--- src/rtl/kbc_pkg.sv ---
// Shared constants and types for the keyboard controller host interface.
// Assumes byte-wide host accesses; all command codes are 8 bits.
package kbc_pkg;

    localparam int BYTE_W = 8;

    // Command codes seen on the command port
    localparam logic [BYTE_W-1:0] OP_READ_CFG  = 8'h20;
    localparam logic [BYTE_W-1:0] OP_WRITE_CFG = 8'h60;
    localparam logic [BYTE_W-1:0] OP_WRITE_OUT = 8'hD1;
    localparam logic [BYTE_W-1:0] OP_KBD_OFF   = 8'hAD;
    localparam logic [BYTE_W-1:0] OP_KBD_ON    = 8'hAE;
    localparam logic [3:0]        OP_PULSE_HI  = 4'hF;

    // Output-port values that move the address-line-20 gate
    localparam logic [BYTE_W-1:0] OUT_GATE_ON  = 8'hDF;
    localparam logic [BYTE_W-1:0] OUT_GATE_OFF = 8'hDD;

    // Status byte fixed bits and configuration reset value
    localparam logic [BYTE_W-1:0] STATUS_BASE  = 8'h1C;
    localparam logic [BYTE_W-1:0] CFG_RESET    = 8'h01;

    // Destination of the next data-port write
    typedef enum logic [1:0] {
        DST_NONE = 2'd0,
        DST_CFG  = 2'd1,
        DST_OUT  = 2'd2
    } dest_e;

    // One flag per recognised command group
    typedef struct packed {
        logic read_cfg;
        logic write_cfg;
        logic write_out;
        logic kbd_off;
        logic kbd_on;
        logic pulse_grp;
        logic pulse_fire;
    } cmd_dec_t;

endpackage

--- src/rtl/kbc_cmd_decode.sv ---
// Command decoder: turns a command-port byte into group flags.
// Assumes the caller qualifies the flags with the write strobe.
module kbc_cmd_decode
    import kbc_pkg::*;
(
    input  logic [BYTE_W-1:0] code,
    output cmd_dec_t          dec
);

    // Purpose: compare the code against each recognised command
    always_comb begin
        dec            = '0;
        dec.read_cfg   = (code == OP_READ_CFG);
        dec.write_cfg  = (code == OP_WRITE_CFG);
        dec.write_out  = (code == OP_WRITE_OUT);
        dec.kbd_off    = (code == OP_KBD_OFF);
        dec.kbd_on     = (code == OP_KBD_ON);
        dec.pulse_grp  = (code[BYTE_W-1:BYTE_W-4] == OP_PULSE_HI);
        dec.pulse_fire = dec.pulse_grp && !code[0];
    end

endmodule

--- src/rtl/kbc_outbuf.sv ---
// One-byte output buffer with full flag and interrupt request.
// Priority: host load, then keyboard load, then clear. The caller
// guarantees that a keyboard load is only presented when accepted.
module kbc_outbuf #(
    parameter int DW = 8
) (
    input  logic          clk,
    input  logic          rst_n,
    input  logic          host_load,
    input  logic [DW-1:0] host_byte,
    input  logic          kbd_load,
    input  logic [DW-1:0] kbd_byte,
    input  logic          irq_en,
    input  logic          clear,
    output logic [DW-1:0] buf_q,
    output logic          full_q,
    output logic          irq_q
);

    // Purpose: hold the buffered byte, its full flag and the interrupt request
    always_ff @(posedge clk) begin
        if (!rst_n) begin
            buf_q  <= '0;
            full_q <= 1'b0;
            irq_q  <= 1'b0;
        end else if (host_load) begin
            buf_q  <= host_byte;
            full_q <= 1'b1;
            irq_q  <= irq_en;
        end else if (kbd_load) begin
            buf_q  <= kbd_byte;
            full_q <= 1'b1;
            irq_q  <= irq_en;
        end else if (clear) begin
            full_q <= 1'b0;
            irq_q  <= 1'b0;
        end
    end

    // interrupt is only ever raised for a full buffer
    a_r3_irq_needs_full: assert property (@(posedge clk) disable iff (!rst_n)
        irq_q |-> full_q);

    // a clear with no load empties the buffer and drops the request
    a_r4_clear_empties: assert property (@(posedge clk) disable iff (!rst_n)
        (clear && !host_load && !kbd_load) |=> (!full_q && !irq_q));

    // a host load always wins over a keyboard load
    a_r13_host_wins: assert property (@(posedge clk) disable iff (!rst_n)
        host_load |=> (buf_q == $past(host_byte)));

endmodule

--- src/rtl/kbc_pulse_gen.sv ---
// Reset pulse generator: a start loads the count, high while non-zero.
// Assumes PULSE_CYCLES >= 1; a start during a pulse reloads the count.
module kbc_pulse_gen #(
    parameter int PULSE_CYCLES = 300000
) (
    input  logic clk,
    input  logic rst_n,
    input  logic start,
    output logic pulse
);

    localparam int CW = $clog2(PULSE_CYCLES + 1);

    logic [CW-1:0] cnt_q;

    // Purpose: load or count down the remaining pulse cycles
    always_ff @(posedge clk) begin
        if (!rst_n) begin
            cnt_q <= '0;
        end else if (start) begin
            cnt_q <= CW'(PULSE_CYCLES);
        end else if (cnt_q != '0) begin
            cnt_q <= cnt_q - CW'(1);
        end
    end

    assign pulse = (cnt_q != '0);

    // a start drives the pulse high on the next cycle
    a_r10_start_fires: assert property (@(posedge clk) disable iff (!rst_n)
        start |=> pulse);

    // without a start, an idle output stays idle
    a_r10_idle_stays: assert property (@(posedge clk) disable iff (!rst_n)
        (!pulse && !start) |=> !pulse);

    // a start mid-pulse reloads the full width
    a_r11_restart_reload: assert property (@(posedge clk) disable iff (!rst_n)
        (start && pulse) |=> (cnt_q == CW'(PULSE_CYCLES)));

endmodule

--- src/rtl/kbc_host_if.sv ---
// Keyboard controller host interface: data port, command/status port,
// output buffer, configuration byte, pending-write destination, address
// gate and reset pulse. Assumes host_rd and host_wr never overlap.
module kbc_host_if
    import kbc_pkg::*;
#(
    parameter int PULSE_CYCLES = 300000
) (
    input  logic              clk,
    input  logic              rst_n,
    input  logic              host_rd,
    input  logic              host_wr,
    input  logic              host_port_cmd,
    input  logic [BYTE_W-1:0] host_wdata,
    output logic [BYTE_W-1:0] host_rdata,
    input  logic              kbd_load,
    input  logic [BYTE_W-1:0] kbd_byte,
    output logic              kbd_hold,
    output logic              irq,
    output logic              a20_gate,
    output logic              cpu_reset
);

    cmd_dec_t          dec;
    dest_e             dest_q;
    logic [BYTE_W-1:0] cfg_q;
    logic              kbd_off_q;
    logic              a20_q;
    logic [BYTE_W-1:0] buf_q;
    logic              full_q;
    logic              irq_q;
    logic              cmd_wr, data_wr, data_rd;
    logic              host_load, kbd_accept, buf_clear, out_wr, cfg_wr;
    logic              known_cmd;

    // Purpose: qualify host strobes by port
    always_comb begin
        cmd_wr     = host_wr && host_port_cmd;
        data_wr    = host_wr && !host_port_cmd;
        data_rd    = host_rd && !host_port_cmd;
        out_wr     = data_wr && (dest_q == DST_OUT);
        cfg_wr     = data_wr && (dest_q == DST_CFG);
        host_load  = cmd_wr && dec.read_cfg;
        kbd_accept = kbd_load && !kbd_hold && !host_load;
        buf_clear  = data_rd || (cmd_wr && dec.pulse_grp) || out_wr;
        known_cmd  = dec.read_cfg || dec.write_cfg || dec.write_out ||
                     dec.kbd_off || dec.kbd_on || dec.pulse_grp;
    end

    kbc_cmd_decode u_dec (
        .code (host_wdata),
        .dec  (dec)
    );

    // Purpose: track where the next data-port write goes
    always_ff @(posedge clk) begin
        if (!rst_n) begin
            dest_q <= DST_NONE;
        end else if (cmd_wr) begin
            if (dec.write_cfg)      dest_q <= DST_CFG;
            else if (dec.write_out) dest_q <= DST_OUT;
            else if (dec.pulse_grp) dest_q <= DST_NONE;
        end else if (data_wr) begin
            dest_q <= DST_NONE;
        end
    end

    // Purpose: configuration byte, written only through a pending write
    always_ff @(posedge clk) begin
        if (!rst_n)      cfg_q <= CFG_RESET;
        else if (cfg_wr) cfg_q <= host_wdata;
    end

    // Purpose: keyboard switch-off flag from the on/off commands
    always_ff @(posedge clk) begin
        if (!rst_n)                      kbd_off_q <= 1'b0;
        else if (cmd_wr && dec.kbd_off)  kbd_off_q <= 1'b1;
        else if (cmd_wr && dec.kbd_on)   kbd_off_q <= 1'b0;
    end

    // Purpose: address gate driven by the output-port write
    always_ff @(posedge clk) begin
        if (!rst_n) begin
            a20_q <= 1'b0;
        end else if (out_wr) begin
            if (host_wdata == OUT_GATE_ON)       a20_q <= 1'b1;
            else if (host_wdata == OUT_GATE_OFF) a20_q <= 1'b0;
        end
    end

    kbc_outbuf #(.DW(BYTE_W)) u_buf (
        .clk       (clk),
        .rst_n     (rst_n),
        .host_load (host_load),
        .host_byte (cfg_q),
        .kbd_load  (kbd_accept),
        .kbd_byte  (kbd_byte),
        .irq_en    (cfg_q[0]),
        .clear     (buf_clear),
        .buf_q     (buf_q),
        .full_q    (full_q),
        .irq_q     (irq_q)
    );

    kbc_pulse_gen #(.PULSE_CYCLES(PULSE_CYCLES)) u_pulse (
        .clk   (clk),
        .rst_n (rst_n),
        .start (cmd_wr && dec.pulse_fire),
        .pulse (cpu_reset)
    );

    // Purpose: drive outputs and the read mux
    always_comb begin
        kbd_hold   = kbd_off_q || full_q;
        irq        = irq_q;
        a20_gate   = a20_q;
        host_rdata = host_port_cmd ? (STATUS_BASE | {{(BYTE_W-1){1'b0}}, full_q})
                                   : buf_q;
    end

    // a pending interrupt is always visible in status bit 0
    a_r2_status_shows_data: assert property (@(posedge clk) disable iff (!rst_n)
        (host_rd && host_port_cmd && irq) |-> host_rdata[0]);

    // a configuration write never fills the buffer
    a_r6_cfg_write_no_fill: assert property (@(posedge clk) disable iff (!rst_n)
        (cfg_wr && !kbd_accept) |=> (full_q == $past(full_q)));

    // the gate moves only on an output-port write
    a_r7_gate_only_on_out: assert property (@(posedge clk) disable iff (!rst_n)
        !out_wr |=> $stable(a20_gate));

    // while switched off, the buffer byte cannot change from the keyboard
    a_r8_off_drops_loads: assert property (@(posedge clk) disable iff (!rst_n)
        (kbd_off_q && !host_load) |=> $stable(buf_q));

    // unknown commands leave configuration and destination alone
    a_r12_unknown_ignored: assert property (@(posedge clk) disable iff (!rst_n)
        (cmd_wr && !known_cmd) |=> ($stable(cfg_q) && $stable(dest_q)));

endmodule

--- config.mk ---
export PLATFORM = sky130hd
export DESIGN_NAME = kbc_host_if
export DESIGN_NICKNAME = d
export VERILOG_FILES = /design/src/rtl/kbc_pkg.sv /design/src/rtl/kbc_cmd_decode.sv /design/src/rtl/kbc_outbuf.sv /design/src/rtl/kbc_pulse_gen.sv /design/src/rtl/kbc_host_if.sv
export SDC_FILE = /design/constraint.sdc
export NUM_CORES = 1
export LEC_CHECK = 0
export BUFFER_PORTS_ARGS = -buffer_cell sky130_fd_sc_hd__buf_2
export CAP_MARGIN = 20
export CORE_UTILIZATION = 45
export CTS_CLUSTER_SIZE = 8
export DETAILED_ROUTE_END_ITERATION = 10
export PLACE_DENSITY = 0.66
export SYNTH_ARGS = -nofsm -noshare
export SYNTH_HDL_FRONTEND = slang
export SYNTH_SLANG_ARGS = --single-unit
export TNS_END_PERCENT = 5
--- constraint.sdc ---
create_clock -name clk -period 2.7 [get_ports clk]
set_clock_uncertainty 0.15 [all_clocks]
set_input_delay 0.135 -clock clk [delete_from_list [all_inputs] [get_ports clk]]
set_output_delay 0.135 -clock clk [all_outputs]
set_load 0.05 [all_outputs]
* Word level (Yosys, flattened, before mapping)
Index checks and enable logic that the tools add are counted.
** Storage, ports and cells
- Register bits after elaboration :: 41
- Input bits :: 22
** Cells by class
- $add $sub $neg :: 1
- Equal/unequal tests :: 11
- Reductions and logical operators :: 30
- Muxes and demuxes :: 19
- Bitwise logic cells :: 1
** Operator list (count)
- == test 8 bit, second input constant :: 5
- two-way mux 19 bit :: 2
- two-way mux 8 bit :: 3
- nonzero test 19 bit :: 1
- subtractor 19 x 1 -> 19 bit, second input constant :: 1
- logical AND 1 bit :: 13
- two-way mux 2 bit :: 5
- nonzero test 2 bit :: 5
- two-way mux 1 bit :: 9
- == test 8 x 6 -> 1 bit, second input constant :: 1
- == test 8 x 7 -> 1 bit, second input constant :: 1
- == test 4 bit, second input constant :: 1
- zero test 1 bit :: 4
- != test 4 bit, second input constant :: 1
- AND reduction 2 bit :: 2
- logical OR 1 bit :: 3
- nonzero test 3 bit :: 1
- == test 2 x 1 -> 1 bit, second input constant :: 1
- == test 2 bit, second input constant :: 1
- OR reduction 2 bit :: 1
- inverter 1 bit :: 1

* Logic depth before layout (Yosys ltp)
Gate-level depths: netlist (run 1).
- Depth in word-level cells :: 7
- Depth in mapped cells :: 7
- Depth with buffers taken out :: 6

* By module
A second synthesis (run 1) with hierarchy kept.
** Second synthesis, totals
- Cells, all modules :: 246
- Area, all modules :: 2225.9 sq um
** Modules (own cells, without submodules)
- kbc_pulse_gen :: cells each 124, area each 1046.0 sq um, times used 1
- kbc_host_if :: cells each 66, area each 603.1 sq um, times used 1
- kbc_outbuf :: cells each 42, area each 479.2 sq um, times used 1
- kbc_cmd_decode :: cells each 14, area each 97.6 sq um, times used 1

* Least setup slack after synthesis (run 1)
Ideal clock, no wire load.
- Path type :: register to register
- Start :: register u_pulse.cnt_q[0]
- End :: register u_pulse.cnt_q[1]
- Data arrival time :: 2.253 ns
- Library setup time :: 0.091 ns
- Cell stages (with the launch flop) :: 7
- Clock period less this slack :: 2.494 ns
- Slack :: 0.206 ns
- Path through :: dfxtp_1 -> inv_1 -> ha_1 -> or4b_2 -> nor3_1 -> nand3_1 -> a211oi_1
** On the way
- Longest elaborated chain between the ends :: 1
** Ends and longest elaborated chain
- start: declaration :: RTL line kbc_pulse_gen.sv:14 : logic [CW-1:0] cnt_q;
- start signal: assignment :: RTL line kbc_pulse_gen.sv:21 : cnt_q <= CW'(PULSE_CYCLES);
- start signal: assignment :: RTL line kbc_pulse_gen.sv:23 : cnt_q <= cnt_q - CW'(1);
- nonzero test 19 bit
- named net cpu_reset :: RTL line kbc_host_if.sv:21 : output logic cpu_reset
The timed path passes the listed nets, and every way through them passes these cells.
A chain may end at the register's enable or synchronous reset.

* Worst setup path in the final report (run 1)
- Start :: register u_pulse.cnt_q[0]
- End :: output port cpu_reset
** On the way
- Longest elaborated chain between the ends :: 1
** Ends and longest elaborated chain
- nonzero test 19 bit :: RTL line kbc_pulse_gen.sv:27 : assign pulse = (cnt_q != '0);
- end: declaration :: RTL line kbc_host_if.sv:21
Every way passes these cells.

==> results of run 1 <==
-- per-layer routing --
metal  GRT usage  vias to the layer above  part of all wire
li1            -                     1034                 -
met1      0.2970                      893              0.53
met2      0.2938                       46              0.41
met3     0.03704                        6             0.045
met4     0.06444                        0             0.010
met5           0                        -                 0
-- Yosys cell counts, drive strengths merged (3+ instances only) --
| library cell | n | area [um^2] |
|---|---|---|
| a211oi | 10 | 75.07 |
| and4 | 3 | 26.28 |
| or4b | 3 | 30.03 |
| o31ai | 6 | 45.04 |
| dfxtp | 41 | 820.8 |
| nor3 | 11 | 60.06 |
| nor2 | 26 | 97.59 |
| nor2b | 5 | 31.28 |
| o21ai | 7 | 35.03 |
| a31oi | 3 | 18.77 |
| inv | 6 | 22.52 |
| or2 | 6 | 37.54 |
| or4 | 8 | 67.57 |
| nand2 | 14 | 52.55 |
| nand4 | 4 | 25.02 |
| or3 | 9 | 66.31 |
| a21oi | 17 | 85.08 |
| nand3 | 7 | 35.03 |
| o31a | 4 | 35.03 |
| mux2i | 17 | 170.2 |
| buf | 3 | 12.51 |
| clkbuf | 9 | 33.78 |
| nor4 | 9 | 62.56 |
-- placed cells by master (no fill, tap or decap), types with 3 or more instances in the layout --
cell	instances
o21ai_0	7
nor4_1	8
o31ai_1	6
a31oi_1	3
clkbuf_8	6
inv_1	6
nor2b_1	5
or2_2	6
nand2_1	14
a21oi_1	17
nand3_1	7
mux2i_1	17
and4_1	3
a211oi_1	10
nand4_1	4
o31a_1	4
buf_2	33
dfxtp_1	41
buf_4	7
or4_2	3
dlygate4sd3_1	4
or3_2	4
or4_1	4
nor2_1	26
nor3_1	9
or3_1	4
-- cell families (layout without fill, tap and decap cells) --
kind of cell               after synthesis  in the layout  synth area share
AOI/OAI and AO/OA                       58             58            0.1815
adders and majority gates                2              2           0.01171
buffers and inverters                   19             59           0.03395
DFF                                     41             41            0.3841
muxes                                   18             18           0.08489
and+or+nand+nor                        112            112            0.3039
-- flip-flops by register name, summed over array words and instances (netlist names) --
register,flops
u_buf.full_q,1
u_buf.buf_q,8
dest_q,2
a20_gate,1
cfg_q,8
u_buf.irq_q,1
u_pulse.cnt_q,19
kbd_off_q,1
-- tightest hold or removal path, delay by kind of cell --
kind                   cells  cell delay (ns)
and+or+nand+nor            1             0.05
muxes                      1             0.09
buffers and inverters      1             0.15
-- report_power, final --
group / switching, W / leakage (nW) / internal, W
sequential: 0.000144 / 0.335 / 0.000735
combinational: 0.000729 / 0.618 / 0.000545
clock: 0.000208 / 0.0585 / 0.000301
-- area by class of cell --
class                           instances  area [um^2]  share of cell area
Clock inverter                          1        30.03             0.01185
Multi-Input combinational cell        190         1249              0.4926
Timing Repair Buffer                   44        257.7              0.1017
Tap cell                               52        65.06             0.02567
Inverter                                7        26.28             0.01037
Sequential cell                        41        820.8              0.3238
Clock buffer                            7        86.33             0.03406
-- metrics by stage --
step           cell area [um^2]  cells  setup slack (ns)  hold WS (ns)
2_1_floorplan              2137    250            0.2064        0.1138
3_3_place_gp               2374    330            0.3814        0.2611
3_5_place_dp               2374    330            0.3196        0.2653
4_1_cts                    2530    342            0.1054       0.01507
5_1_grt                    2535    342           0.04942       0.04528
6_report                   2535    342            0.2559       0.02109
-- worst paths after layout --
path,from,to,cells past startpoint
max,u_pulse.cnt_q[0]$_SDFFE_PP0P_,cpu_reset,6
min,host_wdata[0],cfg_q[0]$_SDFFE_PN1P_,3
max reg2reg,u_pulse.cnt_q[0]$_SDFFE_PP0P_,u_pulse.cnt_q[15]$_SDFFE_PN0P_,6
min reg2reg,kbd_off_q$_SDFFE_PN0P_,kbd_off_q$_SDFFE_PN0P_,2
-- repair_timing --
item	CTS	global route
hold buffers	4	0
hold endpoints to repair	4	0
setup endpoints to repair	0	1
resized for setup	0	1
==> results.sh, run 1 <==
export IMPL_status="finished, final reports clean"
export IMPL_first_iter_violations=120
export IMPL_chipHeight_um=70.91
export IMPL_syn_area_per_cell_um2=8.548
export IMPL_leakagePower_nw=1.011
export IMPL_num_antenna_cells=0
export IMPL_rsz0062_at_grt="no"
export IMPL_hp_class="in2reg"
export IMPL_via_count=1979
export IMPL_layout_drive_gt1_share=0.2310
export IMPL_ant_nets=0
export IMPL_cp_slowest_cell="or4b_2"
export IMPL_design_power_total_w=0.002663
export IMPL_required_ns=2.41
export IMPL_cts_tree="yes"
export IMPL_grt_start_max_net_pins=20
export IMPL_yosysUniqueCellTypes=47
export IMPL_ys_seq_area_frac=0.3841
export IMPL_wl_um=4936
export IMPL_ir_drop_mv=0.6568
export IMPL_clock_root_buffer="clkbuf_8"
export IMPL_cts_made_buffers=5
export IMPL_gp_congestion=0.8048
export IMPL_final_hold_viol_count=0
export IMPL_cp_buffers_inverters=2
export IMPL_die_x_um=70.91
export IMPL_first_pass_iters=6
export IMPL_utilization=0.5704
export IMPL_end_kind="output port"
export IMPL_clkTransAtPathRegs_ns=0.08
export IMPL_cp_cell_sequence="inv_1 -> ha_1 -> or4b_2 -> nor3_2 -> nand3_1 -> buf_2"
export IMPL_viasPerCell=5.787
export IMPL_overflow=0
export IMPL_setup_viol=0
export IMPL_start_util=0.4809
export IMPL_core_area_um2=4444
export IMPL_drc_errors=0
export IMPL_io_buffers=33
export IMPL_power_density_nw_per_um2=1050
export IMPL_path_class="reg2out"
export IMPL_std_cell_rows=24
export IMPL_synth_fp_nets=274
export IMPL_yosys_register_bits=41
export IMPL_cpLargestDelayFamily="simple AND/OR/NAND/NOR gates"
export IMPL_r2r_slack_ns=0.30
export IMPL_grt_use_total=0.2006
export IMPL_setup_tns_ns=0
export IMPL_nFillCells=427
export IMPL_cts_buffer_depth=2
export IMPL_cp_max_fo=5
export IMPL_drv_cap=0
export IMPL_synth_edf_count=0
export IMPL_async_flop_share=0
export IMPL_num_io_pins=34
export IMPL_dp_final_hpwl_um=3547
export IMPL_cts_max_level=2
export IMPL_wl_per_cell_um=14.43
export IMPL_fin_crit_ns=2.444
export IMPL_synth_warnings=0
export IMPL_clock_latency_ns=0.29
export IMPL_grt_pass1_vias=1694
export IMPL_postCtsSetupBuffers=0
export IMPL_nets=313
export IMPL_cts_sinks=41
export IMPL_start_kind="register"
export IMPL_dieArea_um2=5028
export IMPL_slew_headroom=0.5918
export IMPL_syn_to_final_growth_pct=18.62
export IMPL_worstPathArrival_ns=2.16
export IMPL_netlist_area_um2=2137
export IMPL_drv_slew=0
export IMPL_synthCells=250
export IMPL_timing_fmax_mhz=409.1
export IMPL_grt_pass1_wl_um=8010
export IMPL_antenna_found_initial=0
export IMPL_worst_slew_pin_slew_ns=0.6123
export IMPL_synth_ff_type="dfxtp_1"
export IMPL_layout_worst_path_cycle_share=0.9052
export IMPL_slowest_delay_ns=0.63
No activity file was read; power rests on OpenSTA's default activity.
==> run 2: changes to the inputs <==
--- a/config.mk
+++ b/config.mk
@@ -7,10 +7,12 @@
 export LEC_CHECK = 0
 export BUFFER_PORTS_ARGS = -buffer_cell sky130_fd_sc_hd__buf_2
 export CAP_MARGIN = 20
+export CORE_MARGIN = 4
 export CORE_UTILIZATION = 45
 export CTS_CLUSTER_SIZE = 8
 export DETAILED_ROUTE_END_ITERATION = 10
 export PLACE_DENSITY = 0.66
+export REMOVE_ABC_BUFFERS = 1
 export SYNTH_ARGS = -nofsm -noshare
 export SYNTH_HDL_FRONTEND = slang
 export SYNTH_SLANG_ARGS = --single-unit
==> results.sh, run 2 (synthesis results as in run 1) <==
export IMPL_clkTransAtPathRegs_ns=0.07
export IMPL_largestRegisters="u_pulse.cnt_q: 19 flops, cfg_q: 8 flops, u_buf.buf_q: 8 flops"
export IMPL_fin_crit_ns=2.459
export IMPL_status="finished, final reports clean"
export IMPL_hold_ws_ns=0.01734
export IMPL_worst_slew_pin_slew_ns=0.6761
export IMPL_cp_max_fo=5
export IMPL_syn_to_final_growth_pct=17.27
export IMPL_slew_headroom=0.5451
export IMPL_hold_start="host_wdata[4]"
export IMPL_cp_buffers_inverters=2
export IMPL_ant_nets=0
export IMPL_wl_per_cell_um=15.32
export IMPL_gr_usage_met1=0.2653
export IMPL_via_count=2018
export IMPL_power_switching_w=0.001101
export IMPL_nets=314
export IMPL_min_path_cells=3
export IMPL_rsz0062_at_grt="no"
export IMPL_largest_reg_flops=19
export IMPL_setup_tns_ns=0
export IMPL_timing_fmax_mhz=406.7
export IMPL_cpLargestDelayFamily="simple AND/OR/NAND/NOR gates"
export IMPL_p_sw_frac=0.4295
export IMPL_cts_sinks=41
export IMPL_grt_pass1_wl_um=8769
export IMPL_dp_final_hpwl_um=3798
export IMPL_num_io_pins=34
export IMPL_end_kind="output port"
export IMPL_clock_root_buffer="clkbuf_8"
export IMPL_first_iter_violations=127
export IMPL_regMostFlops="u_pulse.cnt_q"
export IMPL_start_util=0.4776
export IMPL_intPower_w=0.001462
export IMPL_setup_viol=0
export IMPL_overflow=0
export IMPL_required_ns=2.41
export IMPL_power_density_nw_per_um2=1023
export IMPL_layout_commonest_cell="dfxtp_1"
export IMPL_mostFrequentLayoutCells="dfxtp_1, buf_2, nor2_1"
export IMPL_stdcell_count=343
export IMPL_top_usage_layer="met1"
export IMPL_first_pass_iters=5
export IMPL_antenna_found_initial=0
export IMPL_core_area_um2=4474
export IMPL_pwr_share_clk=0.151
export IMPL_cts_tree="yes"
export IMPL_min_to="cfg_q[4]$_SDFFE_PN0P_"
export IMPL_cts_buffer_depth=2
export IMPL_std_cell_rows=24
export IMPL_dieArea_um2=5915
export IMPL_viasPerCell=5.883
export IMPL_postCtsSetupBuffers=0
export IMPL_cts_made_buffers=5
export IMPL_leakagePower_nw=0.9969
export IMPL_place_inst=331
export IMPL_io_buffers=33
export IMPL_grt_use_total=0.1829
export IMPL_utilization=0.5601
export IMPL_cp_slowest_cell="or4b_2"
export IMPL_drv_slew=0
export IMPL_hp_class="in2reg"
export IMPL_grt_start_max_net_pins=20
export IMPL_path_class="reg2out"
export IMPL_reg2reg_depth=6
export IMPL_layout_drive_gt1_share=0.2268
export IMPL_num_antenna_cells=0
export IMPL_wl_um=5255
export IMPL_use_met3=0.03630
export IMPL_ir_drop_mv=0.6203
export IMPL_die_x_um=76.91
export IMPL_cp_cell_sequence="inv_1 -> ha_1 -> or4b_2 -> nor3_2 -> nand3_1 -> buf_2"
export IMPL_gp_congestion=0.8470
export IMPL_r2r_slack_ns=0.28
export IMPL_chipHeight_um=76.91
export IMPL_p_seq_frac=0.344
export IMPL_final_hold_viol_count=0
export IMPL_worstPathArrival_ns=2.17
export IMPL_r2r_end="u_pulse.cnt_q[15]$_SDFFE_PN0P_"
export IMPL_use_met2=0.2639
export IMPL_drv_cap=0
export IMPL_grt_pass1_vias=1805
export IMPL_slowest_delay_ns=0.63
export IMPL_start_kind="register"
export IMPL_r2r_start="u_pulse.cnt_q[0]$_SDFFE_PP0P_"
export IMPL_clock_latency_ns=0.29
export IMPL_drc_errors=0
export IMPL_pwr_share_comb=0.505
export IMPL_layout_worst_path_cycle_share=0.9107
export IMPL_cts_max_level=2
-- run 2: cell count changes in the layout (fill, tap and decap cells not counted) --
cell       before  now
buf_4           7    8
clkbuf_8        6    5
bufinv_16       1    0
clkbuf_1        1    3
-- run 2: worst register-to-register path: stages, from the launching register on --
cell and delay [ns]:
dfxtp_1 0.34, inv_1 0.11, ha_1 0.18, or4b_2 0.63
nor4_2 0.49, nor4_1 0.12, o31a_1 0.30
-- run 2: how the worst max path moves through the flow --
stage | startpoint | to | slack, ns | cells after the start
after detailed placement | u_pulse.cnt_q[0]$_SDFFE_PP0P_ | u_pulse.cnt_q[15]$_SDFFE_PN0P_ | 0.33 | 6
after floorplan | u_pulse.cnt_q[0]$_SDFFE_PP0P_ | u_pulse.cnt_q[1]$_SDFFE_PP0P_ | 0.21 | 6
after global placement | u_pulse.cnt_q[0]$_SDFFE_PP0P_ | u_pulse.cnt_q[15]$_SDFFE_PN0P_ | 0.41 | 6
after CTS | u_pulse.cnt_q[0]$_SDFFE_PP0P_ | cpu_reset | 0.07 | 6
after global routing | u_pulse.cnt_q[0]$_SDFFE_PP0P_ | cpu_reset | 0.09 | 6
final | u_pulse.cnt_q[0]$_SDFFE_PP0P_ | cpu_reset | 0.24 | 6
-- run 2: power by group through the flow --
stage	Clock (W)	Sequential, W	Combinational [W]
2_1_floorplan	0	0.000859	0.000943
3_3_place_gp	0	0.000883	0.00124
3_5_place_dp	0	0.000891	0.00125
4_1_cts	0.000400	0.000878	0.00127
5_1_grt	0.000424	0.000905	0.00145
6_report	0.000386	0.000883	0.00129
-- run 2: layer usage --
| metal | up-vias | routed length [um] |
|---|---|---|
| met5 | - | 0 |
| met4 | 0 | 63 |
| met3 | 5 | 279 |
| met2 | 46 | 2347 |
| met1 | 937 | 2563 |
| li1 | 1030 | - |
-- run 2: final cells by class --
cell class	instances	area [um^2]
fillers	424	1968
repair buffers	45	265.3
well taps	52	65.06
multi-input cells	190	1249
inverters	7	26.28
flip-flops and latches	41	820.8
clock buffers	8	80.08
-- run 2: timing repair --
| action | 4_1_cts | 5_1_grt |
|---|---|---|
| hold buffers | 4 | 0 |
| hold endpoints to repair | 4 | 0 |
| resized for setup | 0 | 1 |
| endpoints found under the setup margin | 0 | 1 |
-- run 2: through the flow --
step | total power, W | area [um^2] | setup slack (ns)
2_1_floorplan | 0.001802 | 2091 | 0.2064
3_3_place_gp | 0.002123 | 2381 | 0.4120
3_5_place_dp | 0.002139 | 2381 | 0.3311
4_1_cts | 0.002548 | 2501 | 0.07062
5_1_grt | 0.002775 | 2506 | 0.09401
6_report | 0.002563 | 2506 | 0.2412
==> run 3: changes to the inputs <==
--- a/config.mk
+++ b/config.mk
@@ -7,11 +7,13 @@
 export LEC_CHECK = 0
 export BUFFER_PORTS_ARGS = -buffer_cell sky130_fd_sc_hd__buf_2
 export CAP_MARGIN = 20
+export CELL_PAD_IN_SITES_DETAIL_PLACEMENT = 0
+export CELL_PAD_IN_SITES_GLOBAL_PLACEMENT = 1
 export CORE_MARGIN = 4
-export CORE_UTILIZATION = 45
+export CORE_UTILIZATION = 42
 export CTS_CLUSTER_SIZE = 8
 export DETAILED_ROUTE_END_ITERATION = 10
-export PLACE_DENSITY = 0.66
+export PLACE_DENSITY_LB_ADDON = 0.1
 export REMOVE_ABC_BUFFERS = 1
 export SYNTH_ARGS = -nofsm -noshare
 export SYNTH_HDL_FRONTEND = slang
==> constraint.sdc (replaced) <==
create_clock -name clk -period 2.7 [get_ports clk]
set_clock_uncertainty 0.15 [all_clocks]
set_input_delay 0.27 -clock clk [delete_from_list [all_inputs] [get_ports clk]]
set_output_delay 0.27 -clock clk [all_outputs]
set_load 0.05 [all_outputs]
==> results.sh, run 3 (synthesis results as in run 1) <==
export IMPL_layout_drive_gt1_share=0.2431
export IMPL_layout_worst_path_cycle_share=0.9190
export IMPL_ant_nets=0
export IMPL_largest_reg_flops=19
export IMPL_grt_pass1_wl_um=9018
export IMPL_power_density_nw_per_um2=1037
export IMPL_viasPerCell=5.580
export IMPL_stdcell_count=355
export IMPL_grt_start_max_net_pins=20
export IMPL_cp_buffers_inverters=2
export IMPL_drv_cap=0
export IMPL_ir_drop_mv=0.7239
export IMPL_die_x_um=79.33
export IMPL_status="finished, final reports clean"
export IMPL_p_sw_frac=0.4299
export IMPL_setup_tns_ns=0
export IMPL_cts_sinks=41
export IMPL_std_cell_rows=25
export IMPL_io_buffers=33
export IMPL_chipHeight_um=79.33
export IMPL_start_kind="register"
export IMPL_cpLargestDelayFamily="simple AND/OR/NAND/NOR gates"
export IMPL_end_kind="output port"
export IMPL_hp_class="in2reg"
export IMPL_register_area_um2=820.8
export IMPL_pwr_share_comb=0.504
export IMPL_grt_use_total=0.1822
export IMPL_cts_made_buffers=5
export IMPL_gp_congestion=0.8042
export IMPL_power_switching_w=0.001114
export IMPL_cts_max_level=2
export IMPL_leakagePower_nw=0.9899
export IMPL_largestRegisters="u_pulse.cnt_q: 19 flops, cfg_q: 8 flops, u_buf.buf_q: 8 flops"
export IMPL_layout_setup_ws_ns=0.2188
export IMPL_place_inst=347
export IMPL_start_util=0.4436
export IMPL_timing_fmax_mhz=403.0
export IMPL_drv_slew=0
export IMPL_setup_viol=0
export IMPL_syn_to_final_growth_pct=16.92
export IMPL_grt_pass1_vias=1854
export IMPL_worstPathArrival_ns=2.06
export IMPL_p_seq_frac=0.342
export IMPL_core_area_um2=4817
export IMPL_nFillCells=481
export IMPL_nets=311
export IMPL_clock_latency_ns=0.29
export IMPL_drc_errors=0
export IMPL_cp_slowest_cell="or4b_2"
export IMPL_final_hold_viol_count=0
export IMPL_first_iter_violations=83
export IMPL_place_ws_ns=0.3228
export IMPL_mostFrequentLayoutCells="dfxtp_1, buf_2, nor2_1"
export IMPL_antenna_found_initial=0
export IMPL_slowest_delay_ns=0.64
export IMPL_worst_slew_pin_slew_ns=0.5788
export IMPL_wl_per_cell_um=15.26
export IMPL_intPower_w=0.001478
export IMPL_clkTransAtPathRegs_ns=0.08
export IMPL_path_class="reg2out"
export IMPL_dieArea_um2=6293
export IMPL_via_count=1981
export IMPL_utilization=0.5187
export IMPL_num_antenna_cells=0
export IMPL_regMostFlops="u_pulse.cnt_q"
export IMPL_required_ns=2.28
export IMPL_cts_tree="yes"
export IMPL_num_io_pins=34
export IMPL_wl_um=5418
export IMPL_fin_crit_ns=2.481
export IMPL_clock_root_buffer="clkbuf_8"
export IMPL_first_pass_iters=4
export IMPL_pwr_share_clk=0.153
export IMPL_dp_final_hpwl_um=3900
export IMPL_slew_headroom=0.6110
export IMPL_layout_commonest_cell="dfxtp_1"
export IMPL_cts_buffer_depth=2
export IMPL_cp_cell_sequence="inv_1 -> ha_1 -> or4b_2 -> nor3_2 -> nand3_1 -> buf_2"
export IMPL_multi_input_area_um2=1249
export IMPL_rsz0062_at_grt="no"
export IMPL_cp_max_fo=5
export IMPL_overflow=0
export IMPL_cts_hold_buf=0
run 3: worst paths after layout:
check	from	to	slack (ns)	cells after the start
min reg2reg	kbd_off_q$_SDFFE_PN0P_	kbd_off_q$_SDFFE_PN0P_	0.34	2
min	rst_n	cfg_q[0]$_SDFFE_PN1P_	0.11	2
max	u_pulse.cnt_q[0]$_SDFFE_PP0P_	cpu_reset	0.22	6
max reg2reg	u_pulse.cnt_q[0]$_SDFFE_PP0P_	u_pulse.cnt_q[15]$_SDFFE_PN0P_	0.26	6
run 3: timing repair:
| action | in CTS | in global routing |
|---|---|---|
| resized for setup | 0 | 1 |
| setup buffers | 0 | 0 |
| endpoints found under the setup margin | 0 | 1 |
| hold endpoints to repair | 0 | 0 |
run 3: power by group through the flow:
stage | sequential (W) | combinational, W | clock, W
final | 0.000888 | 0.00131 | 0.000397
after global routing | 0.000912 | 0.00147 | 0.000438
after CTS | 0.000880 | 0.00129 | 0.000412
after detailed placement | 0.000891 | 0.00128 | 0
after global placement | 0.000890 | 0.00127 | 0
after floorplan | 0.000859 | 0.000943 | 0
run 3: layer usage:
metal	up-vias	routed length, um	share of wire	track usage
li1	1028	-	-	-
met1	897	2602	0.48	0.2341
met2	47	2481	0.46	0.2988
met3	9	226	0.042	0.03855
met4	0	108	0.020	0.06873
met5	-	0	0	0
run 3: worst reg2reg max path, stage by stage (launching register included):
cell	delay (ns)
dfxtp_1	0.34
inv_1	0.10
ha_1	0.16
or4b_2	0.64
nor4_2	0.53
nor4_1	0.12
o31a_1	0.29
run 3: cell type report:
cell class	count	share of cell area
Tap cell	67	0.03355
Timing Repair Buffer	42	0.09314
Clock buffer	5	0.02754
Inverter	7	0.01052
Sequential cell	41	0.3285
Multi-Input combinational cell	190	0.4997
Clock inverter	3	0.007011
run 3: metrics by stage:
stage                     hold WS [ns]  instance area, um^2  total power, W
after floorplan                 0.1819                 2091        0.001802
after global placement          0.3256                 2407        0.002157
after detailed placement        0.3326                 2407        0.002172
after CTS                      0.09139                 2494        0.002581
after global routing            0.1067                 2499        0.002820
final                           0.1102                 2499        0.002592
